==> src/rtl/xfir_pkg.sv <==
package xfir_pkg;

    localparam int unsigned DEF_NTAP      = 10;
    localparam int unsigned DEF_WIDE_TAPS = 4;
    localparam int unsigned DEF_WIDE_W    = 7;
    localparam int unsigned DEF_NARROW_W  = 5;
    localparam int unsigned DEF_SWING     = 400;

    typedef enum logic {
        PH_BOUND = 1'b0,
        PH_MID   = 1'b1
    } slot_ph_e;

    // Bit offset of tap k inside the packed weight bus.
    function automatic int unsigned tap_off(int unsigned k, int unsigned nwide,
                                            int unsigned ww, int unsigned nw);
        if (k < nwide) return k * ww;
        return nwide * ww + (k - nwide) * nw;
    endfunction

endpackage

==> src/rtl/xfir_line.sv <==
module xfir_line
    import xfir_pkg::*;
#(
    parameter int unsigned NTAP = DEF_NTAP
) (
    input  logic            clk,
    input  logic            rst_n,
    input  logic            din_i,
    output logic            bnd_o,
    output logic [NTAP-1:0] bit_o,
    output logic [NTAP-1:0] vld_o
);

    typedef struct packed {
        slot_ph_e        ph;
        logic [NTAP-1:0] bits;
        logic [NTAP-1:0] vld;
    } line_st_t;

    line_st_t line_d, line_q;

    always_comb begin
        line_d = line_q;
        line_d.ph = (line_q.ph == PH_BOUND) ? PH_MID : PH_BOUND;
        for (int k = NTAP - 1; k > 0; k--) begin
            line_d.bits[k] = line_q.bits[k-1];
            line_d.vld[k]  = line_q.vld[k-1];
        end
        if (line_q.ph == PH_BOUND) begin
            line_d.bits[0] = din_i;
            line_d.vld[0]  = 1'b1;
        end
    end

    always_ff @(posedge clk or negedge rst_n) begin
        if (!rst_n) line_q <= '{ph: PH_BOUND, bits: '0, vld: '0};
        else        line_q <= line_d;
    end

    assign bnd_o = (line_q.ph == PH_BOUND);
    assign bit_o = line_q.bits;
    assign vld_o = line_q.vld;

    // boundary and mid slots alternate
    assert_phase_alt_R2: assert property (@(posedge clk) disable iff (!rst_n)
        (line_q.ph == PH_BOUND) |=> (line_q.ph == PH_MID));
    assert_phase_back_R2: assert property (@(posedge clk) disable iff (!rst_n)
        (line_q.ph == PH_MID) |=> (line_q.ph == PH_BOUND));
    // stage 0 holds its bit across the mid-symbol edge
    assert_stage0_hold_R2: assert property (@(posedge clk) disable iff (!rst_n)
        (line_q.ph == PH_MID) |=> $stable(line_q.bits[0]));

endmodule

==> src/rtl/xfir_cfg.sv <==
module xfir_cfg
    import xfir_pkg::*;
#(
    parameter int unsigned NTAP      = DEF_NTAP,
    parameter int unsigned WIDE_TAPS = DEF_WIDE_TAPS,
    parameter int unsigned WIDE_W    = DEF_WIDE_W,
    parameter int unsigned NARROW_W  = DEF_NARROW_W,
    parameter int unsigned SWING     = DEF_SWING,
    parameter int unsigned WT_BITS   = 58,
    parameter int unsigned SUM_W     = 11
) (
    input  logic                        clk,
    input  logic                        rst_n,
    input  logic                        load_i,
    input  logic [WT_BITS-1:0]          wt_i,
    input  logic [NTAP-1:0]             inv_i,
    input  logic                        bnd_i,
    output logic [NTAP-1:0][WIDE_W-1:0] wt_o,
    output logic [NTAP-1:0]             inv_o,
    output logic                        over_o
);

    typedef struct packed {
        logic [NTAP-1:0][WIDE_W-1:0] shw;
        logic [NTAP-1:0]             shinv;
        logic                        pend;
        logic [NTAP-1:0][WIDE_W-1:0] actw;
        logic [NTAP-1:0]             actinv;
        logic                        over;
    } cfg_st_t;

    cfg_st_t cfg_d, cfg_q;
    logic [NTAP-1:0][WIDE_W-1:0] unp;
    logic [SUM_W-1:0]            mag_sum;

    for (genvar k = 0; k < NTAP; k++) begin : g_unpack
        localparam int unsigned OFF = tap_off(k, WIDE_TAPS, WIDE_W, NARROW_W);
        if (k < WIDE_TAPS) begin : g_wide
            assign unp[k] = wt_i[OFF +: WIDE_W];
        end else begin : g_narrow
            assign unp[k] = {{(WIDE_W-NARROW_W){1'b0}}, wt_i[OFF +: NARROW_W]};
        end
    end

    always_comb begin
        mag_sum = '0;
        for (int k = 0; k < NTAP; k++) mag_sum = mag_sum + SUM_W'(cfg_q.shw[k]);
    end

    always_comb begin
        cfg_d = cfg_q;
        if (bnd_i && cfg_q.pend) begin
            cfg_d.actw   = cfg_q.shw;
            cfg_d.actinv = cfg_q.shinv;
            cfg_d.pend   = 1'b0;
            cfg_d.over   = (mag_sum > SUM_W'(SWING));
        end
        if (load_i) begin
            cfg_d.shw   = unp;
            cfg_d.shinv = inv_i;
            cfg_d.pend  = 1'b1;
        end
    end

    always_ff @(posedge clk or negedge rst_n) begin
        if (!rst_n) cfg_q <= '0;
        else        cfg_q <= cfg_d;
    end

    assign wt_o   = cfg_q.actw;
    assign inv_o  = cfg_q.actinv;
    assign over_o = cfg_q.over;

    // the active set never changes on a mid-symbol edge
    assert_act_stable_R6: assert property (@(posedge clk) disable iff (!rst_n)
        !bnd_i |=> ($stable(cfg_q.actw) && $stable(cfg_q.actinv) && $stable(cfg_q.over)));

endmodule

==> src/rtl/xfir_sum.sv <==
module xfir_sum
    import xfir_pkg::*;
#(
    parameter int unsigned NTAP   = DEF_NTAP,
    parameter int unsigned WIDE_W = DEF_WIDE_W,
    parameter int unsigned SUM_W  = 11,
    parameter int unsigned SWING  = DEF_SWING
) (
    input  logic                        clk,
    input  logic                        rst_n,
    input  logic [NTAP-1:0]             bit_i,
    input  logic [NTAP-1:0]             vld_i,
    input  logic [NTAP-1:0][WIDE_W-1:0] wt_i,
    input  logic [NTAP-1:0]             inv_i,
    output logic signed [SUM_W-1:0]     code_o
);

    localparam logic signed [SUM_W-1:0] LIM  = SUM_W'(SWING);
    localparam logic signed [SUM_W-1:0] NLIM = -LIM;

    typedef struct packed {
        logic signed [SUM_W-1:0] code;
    } sum_st_t;

    sum_st_t sum_d, sum_q;
    logic signed [SUM_W-1:0] acc;
    logic        [SUM_W-1:0] mag;

    always_comb begin
        acc = '0;
        mag = '0;
        for (int k = 0; k < NTAP; k++) begin
            mag = SUM_W'(wt_i[k]);
            if (vld_i[k]) begin
                if (bit_i[k] ^ inv_i[k]) acc = acc + $signed(mag);
                else                     acc = acc - $signed(mag);
            end
        end
    end

    always_comb begin
        sum_d = sum_q;
        if (acc > LIM)       sum_d.code = LIM;
        else if (acc < NLIM) sum_d.code = NLIM;
        else                 sum_d.code = acc;
    end

    always_ff @(posedge clk or negedge rst_n) begin
        if (!rst_n) sum_q <= '0;
        else        sum_q <= sum_d;
    end

    assign code_o = sum_q.code;

    // output never leaves the swing window
    assert_code_range_R7: assert property (@(posedge clk) disable iff (!rst_n)
        (sum_q.code <= LIM) && (sum_q.code >= NLIM));
    // an empty delay line yields a zero code
    assert_empty_zero_R8: assert property (@(posedge clk) disable iff (!rst_n)
        (vld_i == '0) |=> (sum_q.code == '0));

endmodule

==> src/rtl/xfir_tx.sv <==
module xfir_tx
    import xfir_pkg::*;
#(
    parameter int unsigned NTAP      = DEF_NTAP,
    parameter int unsigned WIDE_TAPS = DEF_WIDE_TAPS,
    parameter int unsigned WIDE_W    = DEF_WIDE_W,
    parameter int unsigned NARROW_W  = DEF_NARROW_W,
    parameter int unsigned SWING     = DEF_SWING,
    localparam int unsigned WT_BITS  = tap_off(NTAP, WIDE_TAPS, WIDE_W, NARROW_W),
    localparam int unsigned MAXSUM   = WIDE_TAPS * ((1 << WIDE_W) - 1)
                                     + (NTAP - WIDE_TAPS) * ((1 << NARROW_W) - 1),
    localparam int unsigned SUM_W    = $clog2(MAXSUM + 1) + 1
) (
    input  logic                    clk,
    input  logic                    rst_n,
    input  logic                    sym_bit_i,
    input  logic                    cfg_load_i,
    input  logic [WT_BITS-1:0]      cfg_wt_i,
    input  logic [NTAP-1:0]         cfg_inv_i,
    output logic signed [SUM_W-1:0] code_o,
    output logic                    over_limit_o
);

    logic                        bnd;
    logic [NTAP-1:0]             stage_bit;
    logic [NTAP-1:0]             stage_vld;
    logic [NTAP-1:0][WIDE_W-1:0] act_wt;
    logic [NTAP-1:0]             act_inv;

    xfir_line #(.NTAP(NTAP)) i_line (
        .clk   (clk),
        .rst_n (rst_n),
        .din_i (sym_bit_i),
        .bnd_o (bnd),
        .bit_o (stage_bit),
        .vld_o (stage_vld)
    );

    xfir_cfg #(
        .NTAP(NTAP), .WIDE_TAPS(WIDE_TAPS), .WIDE_W(WIDE_W), .NARROW_W(NARROW_W),
        .SWING(SWING), .WT_BITS(WT_BITS), .SUM_W(SUM_W)
    ) i_cfg (
        .clk    (clk),
        .rst_n  (rst_n),
        .load_i (cfg_load_i),
        .wt_i   (cfg_wt_i),
        .inv_i  (cfg_inv_i),
        .bnd_i  (bnd),
        .wt_o   (act_wt),
        .inv_o  (act_inv),
        .over_o (over_limit_o)
    );

    xfir_sum #(.NTAP(NTAP), .WIDE_W(WIDE_W), .SUM_W(SUM_W), .SWING(SWING)) i_sum (
        .clk    (clk),
        .rst_n  (rst_n),
        .bit_i  (stage_bit),
        .vld_i  (stage_vld),
        .wt_i   (act_wt),
        .inv_i  (act_inv),
        .code_o (code_o)
    );

endmodule

==> config.mk <==
export PLATFORM = sky130hd
export DESIGN_NAME = xfir_tx
export DESIGN_NICKNAME = d
export VERILOG_FILES = /design/src/rtl/xfir_pkg.sv /design/src/rtl/xfir_line.sv /design/src/rtl/xfir_cfg.sv /design/src/rtl/xfir_sum.sv /design/src/rtl/xfir_tx.sv
export SDC_FILE = /design/constraint.sdc
export NUM_CORES = 1
export LEC_CHECK = 0
export ABC_AREA = 0
export BUFFER_PORTS_ARGS = -buffer_cell sky130_fd_sc_hd__buf_2
export CAP_MARGIN = 15
export CORE_AREA = 2 2 171 173
export DETAILED_ROUTE_END_ITERATION = 10
export DIE_AREA = 0 0 173 175
export PLACE_DENSITY = 0.72
export SLEW_MARGIN = 20
export SYNTH_ARGS = -nofsm -noshare
export SYNTH_HDL_FRONTEND = slang
export SYNTH_HIERARCHICAL = 1
export SYNTH_SLANG_ARGS = --single-unit
==> constraint.sdc <==
create_clock -name clk -period 26.8 [get_ports clk]
set_input_delay 4.02 -clock clk [delete_from_list [all_inputs] [get_ports clk]]
set_output_delay 4.02 -clock clk [all_outputs]
set_load 0.01 [all_outputs]
==> flow_summary.yaml, run 1 <==
timing:
  setup_violations: 0
  fmax_mhz: 78.0
  rsz0062_at_grt: "false"
  hold_slack_ns: 0.396
  finalCriticalPeriod_ns: 12.82
  final.setup.tns_ns: 0
  worst_pin_slew_ns: 1.02
  fin_crit_sh_pct: 47.8
  slew_headroom_pct: 31.8
  finalMaxSlewViolations: 0
  skew_ns: 0.0140
  hold_violations: 0
setup_path:
  crit_fanout: 9
  end_kind: "register"
  cp.buffers_inverters: 1
  path_class: "register to register"
  cp-start-kind: "register"
  rrSetupSlack_ns: 13.98
  cpMostUsedCell: "ha_1"
  crit_family: "compound AO/OA/AOI/OAI gates"
  rr_startpoint: "i_cfg/inv_o[1]$_DFFE_PN0P_"
  cpMaxStageDelayCell: "xor2_1"
  required_ns: 27.17
  max_stage_delay_ns: 0.52
  r2r-end: "i_sum/code_o[2]$_DFF_PN0_"
  reg2reg_depth: 51
  arrival_ns: 13.19
layout:
  multiInputGateArea_um2: 9810
  instances_no_fill: 2034
  layout_commonest_cell: "dfrtp_1"
  final_cell_mix: "dfrtp_1, mux2_2, ha_1"
  n_fill_cell: 2539
  regArea_um2: 4250
  final_nets: 1881
  syn_to_final_growth_pct: 4.31
  antenna_cells: 0
  drive_gt1_share_pct: 16.9
job:
  drv_cap: 0
clocking:
  cts_resized: 0
  cts_setup_buffers: 0
  clkSinkCount: 170
  numCtsBuffers: 17
  clk_path_buf_depth: 2
  cts_tree: "yes"
  path_clk_slew_ns: 0.08
  htreeDepth: 4
  cts_hold_buf: 0
  clock_latency_ns: 0.45
  cts-root-buf: "clkbuf_16"
worst_hold_path:
  min_delay_path_depth: 0
  min-delay-start: "i_line/bit_o[5]$_DFF_PN0_"
  min_path_type: "register to register"
  hold_end: "i_line/bit_o[6]$_DFF_PN0_"
routing:
  drtPass1Iterations: 5
  initialDrtViolationCount: 864
  route.detailed.wl_per_inst_um: 18.8
  drc: 0
  num_vias: 11940
  vias_per_cell: 5.87
  drtAntennaViolNets: 0
  wirelength_mm: 38.3
floorplan:
  die_h_um: 175
  die_w_um: 173
  rows: 62
  initial_utilization_pct: 54.2
  core_um2: 28400
  io_pins: 84
  dieArea_um2: 30300
yosys:
  ys_ff_latch: 170
  syn_avg_cell_area_um2: 9.24
  seq_area_frac_synth_pct: 27.7
  yosysUniqueCellTypes: 87
  yosysWarnings: 6
  async_reset_ff_share_pct: 100
  synth_edf_count: 0
  synth_area_leaders: "dfrtp_1, ha_1, mux2_2"
  syn_inst: 1664
  synth_top_cell_by_area: "dfrtp_1"
  synth_top_area_share_pct: 27.7
  synth_ff_type: "dfrtp_1"
  synthesis.area_um2: 15400
place:
  placed_cells: 2002
  routabilityCongestion: 0.990
  io_buffers: 83
  dp_hpwl_mm: 30.1
global_routing:
  grt_overflow: 0
  grt_pass1_wl_mm: 61.9
  grt_max_degree: 96
  grt_usage_pct: 26.0
  antenna_found_initial: 0
  grt_pass1_vias: 11685
status:
  status: "finished clean"
cell families after synthesis:
family	count (synthesis)	synth area share (%)
and+or+nand+nor	392	12.0
muxes	139	10.1
other	1	0.0244
xor gates and xnor gates	131	7.92
adders and majority gates	174	16.6
DFF	170	27.7
AOI/OAI and AO/OA	395	16.8
buffers and inverters	262	8.87
routing by layer:
layer | global-route usage, % | part of all wire, % | vias to the layer above
li1 | - | - | 5719
met1 | 37.0 | 47 | 5842
met2 | 41.7 | 46 | 334
met3 | 3.29 | 5.3 | 45
met4 | 7.24 | 1.9 | 0
met5 | 0 | 0 | -
stage by stage:
| stage | instance area, um^2 | util [%] | setup WS, ns |
|---|---|---|---|
| 2_1_floorplan | 15400 | - | 15.43 |
| 3_3_place_gp | 15400 | 54.4 | 14.22 |
| 3_5_place_dp | 15400 | 54.4 | 14.14 |
| 4_1_cts | 16000 | 56.5 | 14.08 |
| 5_1_grt | 16000 | 56.5 | 13.01 |
| 6_report | 16000 | 56.5 | 13.98 |
area by class of cell:
class / instances / share of cell area (%)
Clock buffer: 17 / 2.65
Clock inverter: 15 / 1.08
Inverter: 117 / 2.74
Multi-Input combinational cell: 1243 / 61.1
Sequential cell: 170 / 26.5
Tap cell: 384 / 3.00
Timing Repair Buffer: 88 / 2.86
state kept, by name, indices dropped and copies added, names as in the netlist:
name	flops
i_cfg/cfg_q	69
i_cfg/wt_o	58
i_sum/code_o	11
i_cfg/inv_o	10
i_line/bit_o	10
i_line/vld_o	10
i_cfg/over_o	1
i_line/line_q	1
cell usage after synthesis (all sizes together), types with 5 or more instances:
master  instances
nand2b         12
a22oi           5
nor2b          10
nor3           40
o21a           24
mux2          128
nand3b          6
nor3b           7
nand3          22
o22ai           7
fa             51
a21oi         103
or3            13
xor2           71
a211oi         17
and2            7
o21bai         16
or2            13
nor4            7
and3            7
a31oi          24
xnor2          57
mux2i          11
a41oi           5
a21o           29
nand2         111
o21ai          94
clkbuf         43
ha            121
o31ai          12
dfrtp         170
a221o           8
inv           117
a221oi          5
buf           102
nand4          10
nor2          118
worst max path at each step:
| stage | startpoint | end | depth (start not counted) |
|---|---|---|---|
| floorplan | i_cfg/inv_o[1]$_DFFE_PN0P_ | i_sum/code_o[1]$_DFF_PN0_ | 54 |
| global placement | i_cfg/inv_o[1]$_DFFE_PN0P_ | i_sum/code_o[1]$_DFF_PN0_ | 48 |
| detailed placement | i_cfg/inv_o[1]$_DFFE_PN0P_ | i_sum/code_o[1]$_DFF_PN0_ | 51 |
| CTS | i_cfg/inv_o[1]$_DFFE_PN0P_ | i_sum/code_o[1]$_DFF_PN0_ | 51 |
| global route | i_line/bit_o[1]$_DFF_PN0_ | i_sum/code_o[3]$_DFF_PN0_ | 51 |
| finish | i_cfg/inv_o[1]$_DFFE_PN0P_ | i_sum/code_o[2]$_DFF_PN0_ | 51 |
Power of run 1 is not shown: default switching activity piles up to over one toggle a cycle in this logic, so the estimate is an artifact.
==> run 2, diff against run 1 <==
- ABC_AREA: 0 -> 1
- CORE_AREA: 2 2 171 173 -> 2 2 173 175
- DIE_AREA: 0 0 173 175 -> 0 0 175 177
- clock period: 26.8 -> 12.5 ns (I/O delays scaled with it)
==> flow_summary.yaml, run 2 <==
floorplan:
  io_pins: 84
  rows: 63
  core_um2: 29200
  die_w_um: 175
  die_h_um: 177
  dieArea_um2: 31000
  initial_utilization_pct: 53.8
place:
  io_buffers: 83
  dp_hpwl_mm: 30.7
  routabilityCongestion: 0.938
setup_path:
  rr_startpoint: "i_cfg/inv_o[1]$_DFFE_PN0P_"
  crit_fanout: 8
  reg2reg_depth: 69
  rrSetupSlack_ns: 1.19
  cp-start-kind: "register"
  cpMostUsedCell: "nand2_1"
  cp.buffers_inverters: 4
  end_kind: "register"
  cpMaxStageDelayCell: "fa_1"
  r2r-end: "i_sum/code_o[7]$_DFF_PN0_"
  crit_family: "simple AND/OR/NAND/NOR gates"
  required_ns: 12.82
  path_class: "register to register"
  max_stage_delay_ns: 0.47
  arrival_ns: 11.64
timing:
  final.setup.tns_ns: 0
  fin_crit_sh_pct: 90.5
  setup_violations: 0
  skew_ns: 0.0108
  rsz0062_at_grt: "false"
  hold_violations: 0
  slew_headroom_pct: 33.0
  finalMaxSlewViolations: 0
  worst_pin_slew_ns: 0.995
  fmax_mhz: 88.4
  finalCriticalPeriod_ns: 11.31
  hold_slack_ns: 0.392
yosys:
  yosysUniqueCellTypes: 49
  synth-simple-area-share_pct: 26.6
  synthesis.area_um2: 15700
  syn_inst: 2212
  synth_fa_ha_area_share_pct: 16.1
  synth_mux_area_share_pct: 0
  synth_top_cell_by_area: "dfrtp_1"
  synth_top_cells_by_count: "nand2_1, inv_1, o21ai_0"
  synth_compound_area_share_pct: 11.0
  synth_most_common_cell: "nand2_1"
  ys_ff_latch: 170
  async_reset_ff_share_pct: 100
  seq_area_frac_synth_pct: 27.1
  synth-xor-area-share_pct: 4.50
  syn_avg_cell_area_um2: 7.11
  synth_edf_count: 0
  yosysWarnings: 6
  synth_top_area_share_pct: 27.1
  synth_ff_type: "dfrtp_1"
  synth_area_leaders: "dfrtp_1, nand2_1, ha_1"
  synth_top_family_by_area: "simple AND/OR/NAND/NOR gates"
routing:
  drtPass1Iterations: 5
  num_vias: 13497
  drc: 0
  wirelength_mm: 38.5
  vias_per_cell: 5.23
  drtAntennaViolNets: 0
  initialDrtViolationCount: 1023
  route.detailed.wl_per_inst_um: 14.9
global_routing:
  grt_pass1_vias: 12910
  busiest_layer: "met2"
  use_met3_pct: 3.76
  met1_usage_pct: 38.2
  grt_use_met2_pct: 40.6
  grt_pass1_wl_mm: 63.8
  antenna_found_initial: 1
  grt_overflow: 0
  grt_usage_pct: 25.9
  grt_max_degree: 135
layout:
  drive_gt1_share_pct: 8.62
  final_nets: 2424
  syn_to_final_growth_pct: 3.95
  final_cell_mix: "nand2_1, inv_1, o21ai_0"
  layout_commonest_cell: "nand2_1"
  regMostFlops: "i_cfg/cfg_q"
  largest_reg_flops: 69
  antenna_cells: 0
clocking:
  clkSinkCount: 170
  cts_setup_buffers: 0
  numCtsBuffers: 17
  cts_hold_buf: 0
  clock_latency_ns: 0.44
  cts_tree: "yes"
  clk_path_buf_depth: 2
  htreeDepth: 4
  path_clk_slew_ns: 0.07
  cts-root-buf: "clkbuf_16"
  cts_resized: 0
worst_hold_path:
  min-delay-start: "i_line/bit_o[4]$_DFF_PN0_"
  min_path_type: "register to register"
  min_delay_path_depth: 0
  hold_end: "i_line/bit_o[5]$_DFF_PN0_"
job:
  drv_cap: 0
status:
  status: "finished clean"
## run 2: how the worst max path moves through the flow
stage | start | endpoint | slack (ns) | cells after the start
after CTS | i_cfg/inv_o[1]$_DFFE_PN0P_ | i_sum/code_o[7]$_DFF_PN0_ | 1.23 | 69
after global placement | i_cfg/inv_o[1]$_DFFE_PN0P_ | i_sum/code_o[5]$_DFF_PN0_ | 1.54 | 71
final | i_cfg/inv_o[1]$_DFFE_PN0P_ | i_sum/code_o[7]$_DFF_PN0_ | 1.19 | 69
after global routing | i_cfg/inv_o[1]$_DFFE_PN0P_ | i_sum/code_o[5]$_DFF_PN0_ | 0.06 | 75
after detailed placement | i_cfg/inv_o[1]$_DFFE_PN0P_ | i_sum/code_o[7]$_DFF_PN0_ | 1.27 | 69
after floorplan | i_cfg/inv_o[1]$_DFFE_PN0P_ | i_sum/code_o[5]$_DFF_PN0_ | 2.26 | 72
## run 2: stage by stage
step                area, um^2  setup WS, ns  std cells  utilization (%)
global route             16300        0.0550       2583             55.9
detailed placement       15700          1.27       2551             53.8
CTS                      16300          1.23       2583             55.9
floorplan                15800          2.26       2223                -
finish                   16300          1.19       2583             55.9
global placement         15700          1.54       2551             53.8
## run 2: per-layer routing
| metal | share of wire (%) | wire length, um | vias up |
|---|---|---|---|
| met5 | 0 | 0 | - |
| li1 | - | - | 6861 |
| met3 | 5.8 | 2230 | 35 |
| met2 | 44 | 16800 | 336 |
| met1 | 49 | 18900 | 6265 |
| met4 | 1.5 | 575 | 0 |
## run 2: cell families (layout without fill, tap and decap cells)
logic type,after synthesis,after routing
AOI/OAI and AO/OA,322,322
xor gates and xnor gates,80,80
adders and majority gates,172,172
buffers and inverters,503,473
DFF,170,170
other,1,12
and+or+nand+nor,964,964
## run 2: area by class of cell
type                            count  area [um^2]
Multi-Input combinational cell   1550         9220
Sequential cell                   170         4250
Inverter                          355         1330
Clock inverter                     15          175
Tap cell                          390          488
Fill cell                        2803        12900
Timing Repair Buffer               86          450
Clock buffer                       17          425
Power of run 2 is left out for the same reason.
